===== src/rtl/dsem_pkg.sv =====
package dsem_pkg;
  typedef enum logic [1:0] {
    TOK_FREE  = 2'd0,
    TOK_LEFT  = 2'd1,
    TOK_RIGHT = 2'd2
  } tok_own_e;
endpackage


===== src/rtl/dsem_port_dec.sv =====
// Per-port access decode: legality, token index, one-hot request/release.
module dsem_port_dec #(
  parameter int NUM_SEM = 8,
  parameter int ADDR_W  = 16,
  parameter int DATA_W  = 16,
  localparam int IDX_W  = $clog2(NUM_SEM)
) (
  input  logic              sem_sel,
  input  logic              mem_sel,
  input  logic [ADDR_W-1:0] addr,
  input  logic              wr,
  input  logic              oe,
  input  logic [DATA_W-1:0] wdata,
  output logic [NUM_SEM-1:0] req_vec,
  output logic [NUM_SEM-1:0] rel_vec,
  output logic              rd_en,
  output logic [IDX_W-1:0]  rd_idx
);
  logic legal;
  logic do_wr;
  logic [IDX_W-1:0] idx;
  logic unused_bits;

  assign legal  = sem_sel & ~mem_sel;
  assign do_wr  = legal & wr;
  assign idx    = addr[IDX_W-1:0];
  assign rd_en  = legal & ~wr & oe;
  assign rd_idx = idx;
  assign unused_bits = ^{addr[ADDR_W-1:IDX_W], wdata[DATA_W-1:1]};

  for (genvar i = 0; i < NUM_SEM; i++) begin : g_hit
    assign req_vec[i] = do_wr & ~wdata[0] & (idx == IDX_W'(i));
    assign rel_vec[i] = do_wr &  wdata[0] & (idx == IDX_W'(i));
  end
endmodule


===== src/rtl/dsem_token.sv =====
// One token: owner plus a waiting request per side.
module dsem_token
  import dsem_pkg::*;
(
  input  logic clk,
  input  logic rst_n,
  input  logic l_req,
  input  logic l_rel,
  input  logic r_req,
  input  logic r_rel,
  output logic held_l,
  output logic held_r
);
  tok_own_e own_q, own_d;
  logic pend_l_q, pend_l_d;
  logic pend_r_q, pend_r_d;
  logic want_l, want_r;
  logic upd_en;

  assign want_l = (pend_l_q | l_req) & ~l_rel;
  assign want_r = (pend_r_q | r_req) & ~r_rel;
  assign upd_en = l_req | l_rel | r_req | r_rel;

  always_comb begin
    own_d    = own_q;
    pend_l_d = want_l;
    pend_r_d = want_r;
    unique case (own_q)
      TOK_FREE: begin
        if (want_l) begin
          own_d    = TOK_LEFT;
          pend_l_d = 1'b0;
        end else if (want_r) begin
          own_d    = TOK_RIGHT;
          pend_r_d = 1'b0;
        end
      end
      TOK_LEFT: begin
        pend_l_d = 1'b0;
        if (l_rel) begin
          if (want_r) begin
            own_d    = TOK_RIGHT;
            pend_r_d = 1'b0;
          end else begin
            own_d = TOK_FREE;
          end
        end
      end
      TOK_RIGHT: begin
        pend_r_d = 1'b0;
        if (r_rel) begin
          if (want_l) begin
            own_d    = TOK_LEFT;
            pend_l_d = 1'b0;
          end else begin
            own_d = TOK_FREE;
          end
        end
      end
      default: begin
        own_d    = TOK_FREE;
        pend_l_d = 1'b0;
        pend_r_d = 1'b0;
      end
    endcase
  end

  always_ff @(posedge clk or negedge rst_n) begin
    if (!rst_n) begin
      own_q    <= TOK_FREE;
      pend_l_q <= 1'b0;
      pend_r_q <= 1'b0;
    end else if (upd_en) begin
      own_q    <= own_d;
      pend_l_q <= pend_l_d;
      pend_r_q <= pend_r_d;
    end
  end

  assign held_l = (own_q == TOK_LEFT);
  assign held_r = (own_q == TOK_RIGHT);
endmodule


===== src/rtl/dsem_rd_reg.sv =====
// Per-port read register: token value replicated across the bus.
module dsem_rd_reg #(
  parameter int NUM_SEM = 8,
  parameter int DATA_W  = 16,
  localparam int IDX_W  = $clog2(NUM_SEM)
) (
  input  logic               clk,
  input  logic               rst_n,
  input  logic               rd_en,
  input  logic [IDX_W-1:0]   rd_idx,
  input  logic [NUM_SEM-1:0] held_vec,
  output logic [DATA_W-1:0]  rdata
);
  logic tok_bit;
  logic [DATA_W-1:0] rdata_d;

  assign tok_bit = ~held_vec[rd_idx];
  assign rdata_d = {DATA_W{tok_bit}};

  always_ff @(posedge clk or negedge rst_n) begin
    if (!rst_n) rdata <= '1;
    else if (rd_en) rdata <= rdata_d;
  end
endmodule


===== src/rtl/dsem_bank.sv =====
module dsem_bank #(
  parameter int NUM_SEM = 8,
  parameter int ADDR_W  = 16,
  parameter int DATA_W  = 16,
  localparam int IDX_W  = $clog2(NUM_SEM)
) (
  input  logic              clk,
  input  logic              rst_n,
  input  logic              l_sem_sel,
  input  logic              l_mem_sel,
  input  logic [ADDR_W-1:0] l_addr,
  input  logic              l_wr,
  input  logic              l_oe,
  input  logic [DATA_W-1:0] l_wdata,
  output logic [DATA_W-1:0] l_rdata,
  input  logic              r_sem_sel,
  input  logic              r_mem_sel,
  input  logic [ADDR_W-1:0] r_addr,
  input  logic              r_wr,
  input  logic              r_oe,
  input  logic [DATA_W-1:0] r_wdata,
  output logic [DATA_W-1:0] r_rdata
);
  logic [1:0] rst_sync_q;
  logic       rst_int_n;
  logic [NUM_SEM-1:0] l_req, l_rel, r_req, r_rel;
  logic [NUM_SEM-1:0] held_l, held_r;
  logic l_rd_en, r_rd_en;
  logic [IDX_W-1:0] l_rd_idx, r_rd_idx;

  always_ff @(posedge clk or negedge rst_n) begin
    if (!rst_n) rst_sync_q <= 2'b00;
    else        rst_sync_q <= {rst_sync_q[0], 1'b1};
  end
  assign rst_int_n = rst_sync_q[1];

  dsem_port_dec #(.NUM_SEM(NUM_SEM), .ADDR_W(ADDR_W), .DATA_W(DATA_W)) u_dec_l (
    .sem_sel(l_sem_sel), .mem_sel(l_mem_sel), .addr(l_addr), .wr(l_wr),
    .oe(l_oe), .wdata(l_wdata), .req_vec(l_req), .rel_vec(l_rel),
    .rd_en(l_rd_en), .rd_idx(l_rd_idx)
  );

  dsem_port_dec #(.NUM_SEM(NUM_SEM), .ADDR_W(ADDR_W), .DATA_W(DATA_W)) u_dec_r (
    .sem_sel(r_sem_sel), .mem_sel(r_mem_sel), .addr(r_addr), .wr(r_wr),
    .oe(r_oe), .wdata(r_wdata), .req_vec(r_req), .rel_vec(r_rel),
    .rd_en(r_rd_en), .rd_idx(r_rd_idx)
  );

  for (genvar i = 0; i < NUM_SEM; i++) begin : g_tok
    dsem_token u_tok (
      .clk(clk), .rst_n(rst_int_n),
      .l_req(l_req[i]), .l_rel(l_rel[i]),
      .r_req(r_req[i]), .r_rel(r_rel[i]),
      .held_l(held_l[i]), .held_r(held_r[i])
    );
  end

  dsem_rd_reg #(.NUM_SEM(NUM_SEM), .DATA_W(DATA_W)) u_rd_l (
    .clk(clk), .rst_n(rst_int_n), .rd_en(l_rd_en), .rd_idx(l_rd_idx),
    .held_vec(held_l), .rdata(l_rdata)
  );

  dsem_rd_reg #(.NUM_SEM(NUM_SEM), .DATA_W(DATA_W)) u_rd_r (
    .clk(clk), .rst_n(rst_int_n), .rd_en(r_rd_en), .rd_idx(r_rd_idx),
    .held_vec(held_r), .rdata(r_rdata)
  );
endmodule


===== config.mk =====
export PLATFORM = sky130hd
export DESIGN_NAME = dsem_bank
export DESIGN_NICKNAME = d
export VERILOG_FILES = /design/src/rtl/dsem_pkg.sv /design/src/rtl/dsem_port_dec.sv /design/src/rtl/dsem_token.sv /design/src/rtl/dsem_rd_reg.sv /design/src/rtl/dsem_bank.sv
export SDC_FILE = /design/constraint.sdc
export NUM_CORES = 1
export LEC_CHECK = 0
export CAP_MARGIN = 15
export CORE_ASPECT_RATIO = 1.2
export CORE_UTILIZATION = 47
export CTS_BUF_LIST = sky130_fd_sc_hd__clkbuf_4 sky130_fd_sc_hd__clkbuf_8
export DETAILED_ROUTE_END_ITERATION = 10
export PLACE_DENSITY = 0.9
export REMOVE_ABC_BUFFERS = 1
export SETUP_SLACK_MARGIN = 0.4
export SYNTH_ARGS = -nofsm -noshare
export SYNTH_HDL_FRONTEND = slang
export SYNTH_SLANG_ARGS = --single-unit

===== constraint.sdc =====
create_clock -name clk -period 2.5 [get_ports clk]
set_input_delay 0.625 -clock clk [delete_from_list [all_inputs] [get_ports clk]]
set_output_delay 0.625 -clock clk [all_outputs]
set_load 0.01 [all_outputs]

==> results.toml <==
[run_status]
status = "finished with violations"
violations = "design-rule violations"

[power]
power_density_mw_per_mm2 = 602
p_total_w = 0.00211
ir_worst_vdd_mv = 0.353
p_leak_nw = 1.49

[clock_network]
insertion_delay_ns = 0.30
clockBufferDepth = 2
hold_buffers = 0
cts.htree.levels = 2
clkTransAtPathRegs_ns = 0.07
tritoncts = "yes"
cts.sinks = 36
numCtsBuffers = 5
root_buffer = "clkbuf_8"

[finish]
syn_to_final_growth_pct = 30.8
diodes = 0
final_layout_size_suffix_gt1_share_pct = 23.9
mostFrequentLayoutCells = "nor2_1 (37), buf_4 (37), dlygate4sd2_1 (35)"
fin_nets = 450
fill_cells = 417
final_cell_count_no_fill = 439

[die]
io_pins = 106
core_area_mm2 = 0.00537
dieArea_mm2 = 0.00601
die_h_um = 84.7
die_x_um = 70.9
initial_utilization_pct = 49.9
row_count = 29

[critical_path]
max_stage_delay_ns = 0.53
critPathArrivalTime_ns = 2.30
path_buf_inv = 3
path_cells = "clkdlybuf4s50_1 -> buf_4 -> nand4b_1 -> buf_4 -> nor2_1 -> a211oi_2 -> o21ai_0 -> o21ai_0"
crit_fanout = 6
crit_family = "buffers and inverters"
start_kind = "primary input"
cp.required_ns = 2.66
crit_type = "primary input to flop"
cp_slowest_cell = "clkdlybuf4s50_1"
cp-end-kind = "flop"

[drt]
drtIter0Drc = 238
totalWireLength_um = 7230
drc = 12
via_count = 2744
dr.pass1.iters = 7
via_per_inst = 6.25
wl_per_cell_um = 16.5
ant_nets = 0

[synthesis]
synth.area.top_cells = "dfrtp_1 (32%), buf_4 (8.7%), nor2_1 (5.9%)"
ys.flop_type = "dfrtp_1"
yosysWarningCount = 0
synth_edf_count = 0
async_flop_share_pct = 100
synth_area_leader_cell = "dfrtp_1"
ys_types = 62
synth.top_cell.area_share_pct = 31.8
syn_inst = 320
ys_seq_area_share_pct = 33.7
syn_area_mm2 = 0.00268
ys_seq_elements = 36
avgSynthCellArea_um2 = 8.37

[hold_path]
hold_path.class = "flop to async pin"

[timing]
setup_ws_ns = 0.365
grt_setup_unrepaired = "yes"
maxClockFrequency_mhz = 468
setup_viol = 0
period_share_pct = 85.4
tns_ns = 0
period_minus_slack_ns = 2.14
clock_skew_ns = 0.00815
hold_viol = 0
slew_viol_final = 0

[global_routing]
grt_overflow = 0
track_usage_pct = 25.3
grt_start_max_net_pins = 35
antenna_found_initial = 0
grt_pass1_vias = 2688
grt_pass1_wl_um = 12100

[place]
dp_hpwl_um = 5140
place.gp.congestion = 0.840
placedCellCount = 420
pre_cts_slack_ns = -0.0740
io_buffers = 49

[job]
drv_cap = 0
==> where the power goes <==
group | leakage, nW | total (W) | switching [W] | internal [W]
logic | 0.982 | 0.000840 | 0.000435 | 0.000404
registers | 0.457 | 0.000822 | 0.000121 | 0.000700
clock network | 0.0523 | 0.000448 | 0.000201 | 0.000246
==> cells by family (layout without fill, tap and decap cells) <==
logic type      count (synthesis)  after routing  share of synthesized area [%]
compound gates                109            109                           26.4
buf+inv                        48            105                           11.8
simple gates                  120            120                           24.6
flops                          36             36                           33.7
mux                             6              6                           3.27
other cells                     1              1                          0.140
==> cell type report <==
type	instances	area [um^2]	area share [%]
inverters	6	22.5	0.643
flip-flops and latches	36	903	25.8
multi-input cells	236	1600	45.5
clock buffers	8	97.6	2.79
repair buffers	91	807	23.0
well taps	62	77.6	2.21
==> synth_stat cells (4+ instances only) <==
| library cell | instances |
|---|---|
| a22oi_1 | 5 |
| o22a_1 | 5 |
| nor3_1 | 9 |
| a211oi_1 | 6 |
| a221oi_1 | 4 |
| and2_1 | 4 |
| dfrtp_1 | 34 |
| clkbuf_1 | 4 |
| nand2_1 | 21 |
| a21oi_1 | 30 |
| nand2b_1 | 15 |
| buf_4 | 31 |
| o21ai_0 | 23 |
| inv_1 | 6 |
| o22ai_1 | 6 |
| buf_2 | 4 |
| nor2_1 | 42 |
==> worst reg2reg max path: stages, from the launching register on <==
cell,delay (ns)
dfrtp_1,0.45
nand2b_1,0.26
or2_2,0.33
a22oi_1,0.24
nor2_1,0.08
o22a_1,0.18
==> metrics by stage <==
stage / hold slack (ns) / cell area [um^2] / utilization (%)
after floorplan: 0.329 / 2380 / -
after global placement: 0.284 / 3200 / 59.6
final: 0.268 / 3500 / 65.2
after detailed placement: 0.288 / 3200 / 59.6
after CTS: 0.280 / 3410 / 63.6
after global routing: 0.328 / 3500 / 65.2
==> state kept, by name, indices dropped and copies added (netlist names) <==
name,flops
u_rd_l.rdata,1
u_rd_r.rdata,1
g_tok.u_tok.pend_l_q,8
rst_sync_q,2
g_tok.u_tok.own_q,16
g_tok.u_tok.pend_r_q,8
==> routing by layer <==
metal  share of wire (%)  vias to the layer above  track usage (%)
met1                  38                     1314             29.0
met5                   0                        -                0
met3                 7.6                       23             5.28
li1                    -                     1264                -
met2                  51                      143             44.3
met4                 3.7                        0             12.4
==> path summary, 6_finish.rpt <==
| check | start | end | slack (ns) | cells after the start |
|---|---|---|---|---|
| max in group asynchronous | rst_n | rst_sync_q[0]$_DFF_PN0_ | 1.89 | 1 |
| min in group clk | rst_sync_q[0]$_DFF_PN0_ | rst_sync_q[1]$_DFF_PN0_ | 0.36 | 0 |
| worst max register to register | g_tok[5].u_tok.own_q[0]$_DFFE_PN0P_ | g_tok[5].u_tok.own_q[0]$_DFFE_PN0P_ | 0.85 | 5 |
| worst min register to register | rst_sync_q[1]$_DFF_PN0_ | g_tok[0].u_tok.pend_l_q$_DFFE_PN0P_ | 0.27 | 1 |
| worst min-delay path | rst_sync_q[1]$_DFF_PN0_ | g_tok[0].u_tok.pend_l_q$_DFFE_PN0P_ | 0.27 | 1 |
| worst max-delay path | r_wr | g_tok[7].u_tok.pend_r_q$_DFFE_PN0P_ | 0.36 | 8 |
==> repair_timing <==
action	in CTS	in global routing
setup buffers	9	2
resized for setup	54	21
setup endpoints to repair	48	21
pin swaps	4	3
(Power assumes the default switching activity.)
